<file path="config.mk">
export PLATFORM = sky130hd
export DESIGN_NAME = pin_port_ctrl
export DESIGN_NICKNAME = d
export VERILOG_FILES = /design/src/rtl/pin_port_pkg.sv /design/src/rtl/pin_port_ctrl_path.sv /design/src/rtl/pin_port_data_path.sv /design/src/rtl/pin_port_ctrl.sv
export SDC_FILE = /design/constraint.sdc
export NUM_CORES = 1
export LEC_CHECK = 0
export BUFFER_PORTS_ARGS = -buffer_cell sky130_fd_sc_hd__buf_2
export CORE_MARGIN = 5
export CORE_UTILIZATION = 40
export CTS_BUF_LIST = sky130_fd_sc_hd__clkbuf_8
export CTS_CLUSTER_DIAMETER = 50
export DETAILED_ROUTE_END_ITERATION = 16
export GPL_TIMING_DRIVEN = 0
export HOLD_SLACK_MARGIN = 0.06
export PLACE_DENSITY_LB_ADDON = 0.25
export SYNTH_ARGS = -nofsm -noshare
export SYNTH_HDL_FRONTEND = slang
export SYNTH_SLANG_ARGS = --single-unit
</file>
<file path="constraint.sdc">
create_clock -name clk -period 3.38 [get_ports clk]
set_clock_uncertainty 0.15 [all_clocks]
set_input_delay 0.676 -clock clk [delete_from_list [all_inputs] [get_ports clk]]
set_output_delay 0.676 -clock clk [all_outputs]
set_load 0.03 [all_outputs]
</file>
<file path="src/rtl/pin_port_pkg.sv">
package pin_port_pkg;

  // Byte offsets of the registers on the bus
  localparam int OFF_DIR  = 'h00;
  localparam int OFF_OD   = 'h04;
  localparam int OFF_DATA = 'h08;
  localparam int OFF_EVT  = 'h0C;
  localparam int OFF_MASK = 'h10;
  localparam int OFF_EDGE = 'h14;

  typedef enum logic [2:0] {
    SEL_DIR,
    SEL_OD,
    SEL_DATA,
    SEL_EVT,
    SEL_MASK,
    SEL_EDGE,
    SEL_NONE
  } regSel_t;

  // Write strobes from control to datapath
  typedef struct packed {
    logic dir;
    logic od;
    logic data;
    logic evtClr;
    logic mask;
    logic edgeSel;
  } wrStrobes_t;

endpackage

</file>
<file path="src/rtl/pin_port_ctrl_path.sv">
module pin_port_ctrl_path
  import pin_port_pkg::*;
#(
  parameter int ADDR_W = 5
) (
  input  logic [ADDR_W-1:0] busAddr,
  input  logic              busWe,
  output wrStrobes_t        wr,
  output regSel_t           rdSel
);

  // Full-address compare: misaligned or unmapped addresses select nothing
  always_comb begin
    if      (busAddr == ADDR_W'(OFF_DIR))  rdSel = SEL_DIR;
    else if (busAddr == ADDR_W'(OFF_OD))   rdSel = SEL_OD;
    else if (busAddr == ADDR_W'(OFF_DATA)) rdSel = SEL_DATA;
    else if (busAddr == ADDR_W'(OFF_EVT))  rdSel = SEL_EVT;
    else if (busAddr == ADDR_W'(OFF_MASK)) rdSel = SEL_MASK;
    else if (busAddr == ADDR_W'(OFF_EDGE)) rdSel = SEL_EDGE;
    else                                   rdSel = SEL_NONE;
  end

  always_comb begin
    wr = '0;
    if (busWe) begin
      case (rdSel)
        SEL_DIR:  wr.dir     = 1'b1;
        SEL_OD:   wr.od      = 1'b1;
        SEL_DATA: wr.data    = 1'b1;
        SEL_EVT:  wr.evtClr  = 1'b1;
        SEL_MASK: wr.mask    = 1'b1;
        SEL_EDGE: wr.edgeSel = 1'b1;
        default:  wr         = '0;
      endcase
    end
  end

endmodule

</file>
<file path="src/rtl/pin_port_data_path.sv">
module pin_port_data_path
  import pin_port_pkg::*;
#(
  parameter int NUM_PINS   = 32,
  parameter int INPUT_ONLY = 4
) (
  input  logic                clk,
  input  logic                rstN,
  input  wrStrobes_t          wr,
  input  regSel_t             rdSel,
  input  logic [NUM_PINS-1:0] busWdata,
  input  logic [NUM_PINS-1:0] padIn,
  output logic [NUM_PINS-1:0] busRdata,
  output logic [NUM_PINS-1:0] padOut,
  output logic [NUM_PINS-1:0] padOe,
  output logic                irq,
  output logic [NUM_PINS-1:0] evtReg,
  output logic [NUM_PINS-1:0] maskReg,
  output logic [NUM_PINS-1:0] odReg,
  output logic [NUM_PINS-1:0] edgeReg,
  output logic [NUM_PINS-1:0] syncCur,
  output logic [NUM_PINS-1:0] syncPrev
);

  logic [NUM_PINS-1:0] dirReg;
  logic [NUM_PINS-1:0] dataReg;
  logic [NUM_PINS-1:0] syncMeta;
  logic [NUM_PINS-1:0] dirWritable;
  logic [NUM_PINS-1:0] edgeHit;
  logic [NUM_PINS-1:0] clrBits;

  // Per-pin structure: writability of direction, pad drive, edge detect.
  // Highest-numbered pins sit in the lowest bits.
  for (genvar b = 0; b < NUM_PINS; b++) begin : g_pin
    if (b < INPUT_ONLY) begin : g_inOnly
      assign dirWritable[b] = 1'b0;
    end else begin : g_bidir
      assign dirWritable[b] = 1'b1;
    end
    assign padOe[b]   = dirReg[b] & ~(odReg[b] & dataReg[b]);
    assign padOut[b]  = dataReg[b] & ~odReg[b];
    assign edgeHit[b] = (syncPrev[b] & ~syncCur[b])
                      | (~edgeReg[b] & syncCur[b] & ~syncPrev[b]);
  end

  assign clrBits = wr.evtClr ? busWdata : '0;

  // Synchroniser and previous-sample stage
  always_ff @(posedge clk or negedge rstN) begin
    if (!rstN) begin
      syncMeta <= '0;
      syncCur  <= '0;
      syncPrev <= '0;
    end else begin
      syncMeta <= padIn;
      syncCur  <= syncMeta;
      syncPrev <= syncCur;
    end
  end

  // Configuration registers
  always_ff @(posedge clk or negedge rstN) begin
    if (!rstN) begin
      dirReg  <= '0;
      odReg   <= '0;
      dataReg <= '0;
      maskReg <= '0;
      edgeReg <= '0;
    end else begin
      if (wr.dir)     dirReg  <= busWdata & dirWritable;
      if (wr.od)      odReg   <= busWdata;
      if (wr.data)    dataReg <= busWdata;
      if (wr.mask)    maskReg <= busWdata;
      if (wr.edgeSel) edgeReg <= busWdata;
    end
  end

  // Sticky events: a fresh edge outranks a clear in the same cycle
  always_ff @(posedge clk or negedge rstN) begin
    if (!rstN) evtReg <= '0;
    else       evtReg <= (evtReg & ~clrBits) | edgeHit;
  end

  assign irq = |(evtReg & maskReg);

  always_comb begin
    case (rdSel)
      SEL_DIR:  busRdata = dirReg;
      SEL_OD:   busRdata = odReg;
      SEL_DATA: busRdata = (dataReg & dirReg) | (syncCur & ~dirReg);
      SEL_EVT:  busRdata = evtReg;
      SEL_MASK: busRdata = maskReg;
      SEL_EDGE: busRdata = edgeReg;
      default:  busRdata = '0;
    endcase
  end

endmodule

</file>
<file path="src/rtl/pin_port_ctrl.sv">
module pin_port_ctrl
  import pin_port_pkg::*;
#(
  parameter int NUM_PINS   = 32,
  parameter int ADDR_W     = 5,
  parameter int INPUT_ONLY = 4
) (
  input  logic                clk,
  input  logic                rstN,
  input  logic [ADDR_W-1:0]   busAddr,
  input  logic                busWe,
  input  logic [NUM_PINS-1:0] busWdata,
  output logic [NUM_PINS-1:0] busRdata,
  input  logic [NUM_PINS-1:0] padIn,
  output logic [NUM_PINS-1:0] padOut,
  output logic [NUM_PINS-1:0] padOe,
  output logic                irq
);

  wrStrobes_t          wr;
  regSel_t             rdSel;
  logic [NUM_PINS-1:0] evtReg;
  logic [NUM_PINS-1:0] maskReg;
  logic [NUM_PINS-1:0] odReg;
  logic [NUM_PINS-1:0] edgeReg;
  logic [NUM_PINS-1:0] syncCur;
  logic [NUM_PINS-1:0] syncPrev;

  pin_port_ctrl_path #(.ADDR_W(ADDR_W)) u_ctrl (
    .busAddr (busAddr),
    .busWe   (busWe),
    .wr      (wr),
    .rdSel   (rdSel)
  );

  pin_port_data_path #(.NUM_PINS(NUM_PINS), .INPUT_ONLY(INPUT_ONLY)) u_data (
    .clk      (clk),
    .rstN     (rstN),
    .wr       (wr),
    .rdSel    (rdSel),
    .busWdata (busWdata),
    .padIn    (padIn),
    .busRdata (busRdata),
    .padOut   (padOut),
    .padOe    (padOe),
    .irq      (irq),
    .evtReg   (evtReg),
    .maskReg  (maskReg),
    .odReg    (odReg),
    .edgeReg  (edgeReg),
    .syncCur  (syncCur),
    .syncPrev (syncPrev)
  );

endmodule

</file>
==> results.sh <==
export IMPL_cts_tree="yes"
export IMPL_power_frac_clock=0.366
export IMPL_ys_warnings_count=0
export IMPL_crit_type="in2out"
export IMPL_initial_core_util=0.4070
export IMPL_die_area_um2=33900
export IMPL_relSlewSlack=0.4894
export IMPL_post_dp_hpwl_mm=24.08
export IMPL_synth_flop_cell="dfrtp_1"
export IMPL_period_share=0.9903
export IMPL_portBuffers=163
export IMPL_vias=8803
export IMPL_synth_seq_cells=284
export IMPL_synth_distinct_cells=32
export IMPL_worst_slew_pin_slew_ps=766.0
export IMPL_reg2reg_from="u_data.syncCur[21]"
export IMPL_place_gp_congestion=0.8612
export IMPL_rsz0062_at_grt="false"
export IMPL_wl_per_cell_um=22.53
export IMPL_clk_root_buffer_cell="clkbuf_8"
export IMPL_crit_top_cell="buf_2"
export IMPL_dp_slack_ps=-360.8
export IMPL_drtIter0Drc=663
export IMPL_netlist_area_leader_share=0.5860
export IMPL_synthTopCellsByArea="dfrtp_1 (59%), mux2_2 (12%), mux2_1 (5.8%), a221o_1 (5.2%), a32o_1 (2.6%)"
export IMPL_netlist_area_um2=12130
export IMPL_status="finished, final reports clean"
export IMPL_post_cts_buffers=0
export IMPL_synthCells=900
export IMPL_critPathArrivalTime_ps=2520
export IMPL_core_um2=29800
export IMPL_cp_slowest_cell="mux2_2"
export IMPL_clock_latency_ps=570
export IMPL_ant_nets=0
export IMPL_worstPathRequired_ps=2550
export IMPL_yosys_area_top_type="dfrtp_1"
export IMPL_layout_drive_gt1_share=0.3457
export IMPL_via_per_inst=5.568
export IMPL_grt_total_usage=0.2068
export IMPL_leakage_nw=6.985
export IMPL_overflow=0
export IMPL_rows=63
export IMPL_grt_max_degree=115
export IMPL_fillers=2706
export IMPL_fmax_mhz=298.7
export IMPL_synth_enable_flop_cells=0
export IMPL_antenna_found_initial=3
export IMPL_hold_viol=0
export IMPL_critPathLaunch="busAddr[4]"
export IMPL_setup_viol=0
export IMPL_max_stage_delay_ps=370
export IMPL_cts_buffers=49
export IMPL_cp_max_fo=10
export IMPL_layout_nets=1224
export IMPL_die_h_um=184.1
export IMPL_start_kind="input pin"
export IMPL_grt_pass1_wl_mm=54.02
export IMPL_synth_async_reset_ratio=1.000
export IMPL_die_w_um=184.1
export IMPL_fin_crit_ps=3347
export IMPL_seq_area_frac_synth=0.5860
export IMPL_power_density_nw_per_um2=609.9
export IMPL_htree_levels=2
export IMPL_comb_power_share=0.170
export IMPL_max_cap_violations=0
export IMPL_p_sw_frac=0.2944
export IMPL_p_seq_frac=0.464
export IMPL_ios=169
export IMPL_hold_ws_ps=189.5
export IMPL_intPower_mw=6.431
export IMPL_hold_class="reg2reg"
export IMPL_final_seq_area_um2=7107
export IMPL_cp_buffers_inverters=4
export IMPL_clk_pin_slew_ps=60
export IMPL_multi_input_comb_area_um2=4676
export IMPL_setup_ws_ps=32.66
export IMPL_mostFrequentLayoutCell="dfrtp_1"
export IMPL_drv_slew=0
export IMPL_clockBufferDepth=3
export IMPL_p_switching_mw=2.684
export IMPL_areaGrowthSynthToFinish_pct=23.23
export IMPL_path_delay_family="buffers and inverters"
export IMPL_grt_pass1_vias=9059
export IMPL_dr_pass1_iters=5
export IMPL_drt_wl_total_mm=35.62
export IMPL_drc=0
export IMPL_cts_num_sinks=284
export IMPL_worst_setup_path_end_kind="output port"
export IMPL_final_cell_mix="dfrtp_1 (284), buf_2 (190), mux2_2 (126)"
export IMPL_ir_drop_mv=0.3697
export IMPL_min_from="u_data.syncMeta[17]"
export IMPL_avgSynthCellArea_um2=13.48
export IMPL_crit_chain="buf_2, buf_2, buf_4, mux2_2, a32o_1, a221o_1, buf_2"
-- cells in the mapped netlist (28+ instances only) --
library cell  instances
mux2_2              126
dfrtp_1             284
a21boi_0             28
nand4_1              36
mux2_1               63
a32o_1               31
nor2b_1              33
a221o_1              63
nor3_1               32
inv_1                32
-- routing by layer --
metal,global-route usage,wire [um],vias to the layer above,part of all wire
li1,-,-,3908,-
met1,0.2886,15600,4442,0.44
met2,0.3239,16480,367,0.46
met3,0.03947,2368,82,0.066
met4,0.07542,1142,4,0.032
met5,0,27,-,0.00076
-- metrics by stage --
step           TNS (ps)  power, mW  area, um2    util  instances
5_1_grt               0      9.537      14940  0.5015       1580
6_report              0      9.115      14950  0.5016       1581
3_5_place_dp      -5298      5.804      13510  0.4533       1458
4_1_cts               0      9.204      14930  0.5010       1579
2_1_floorplan         0      5.195      12140       -        903
3_3_place_gp   -1133940      5.753      13440  0.4512       1456
-- path summary, 6_finish.rpt --
check | slack (ps) | depth (start not counted) | to
worst min-delay path | 190 | 0 | u_data.syncCur[17]
max in group asynchronous | 1590 | 3 | u_data.syncCur[16]
worst max-delay path | 30 | 7 | busRdata[21]
min in group asynchronous | 510 | 2 | u_data.syncMeta[23]
worst min register to register | 190 | 0 | u_data.syncCur[17]
worst max register to register | 2270 | 3 | u_data.evtReg[21]
-- power groups by stage --
stage	Clock [mW]	Combinational [mW]	Sequential (mW)
after floorplan	0	1.06	4.14
after global placement	0	1.49	4.26
after detailed placement	0	1.52	4.28
after CTS	3.42	1.56	4.22
after global routing	3.58	1.67	4.29
final	3.34	1.55	4.23
-- sequential cells by signal, summed over array words and instances (netlist names) --
register and cells:
u_data.edgeReg 32, u_data.odReg 32, u_data.dataReg 32, u_data.syncCur 32
u_data.syncPrev 32, u_data.syncMeta 32, u_data.dirReg 28, u_data.maskReg 32
u_data.evtReg 32
-- layout make-up --
type,instances,share of cell area
diodes,2,0.0003349
plain buffers,54,0.01808
clock buffers,64,0.05894
clock inverters,24,0.01256
inverters,32,0.008037
multi-input cells,533,0.3128
flip-flops and latches,284,0.4755
well taps,390,0.03265
repair buffers,198,0.08104
-- worst reg2reg max path, cell delays in order (launching register included) --
cell and delay, ps:
dfrtp_1 420, inv_1 100, nor3_1 60, a221o_1 280
-- timing repair --
action	in CTS	in global routing
endpoints found under the hold margin	103	0
hold buffers	33	0
resized for setup	9	11
setup endpoints to repair	23	29
-- cell families after synthesis --
kind of cell,Yosys count,share of synthesized area
simple gates,146,0.06799
buf+inv,86,0.03064
compound gates,167,0.1173
mux,216,0.1978
flops,284,0.5860
other cells,1,0.0003092
Power figures use the tool's default switching activity.
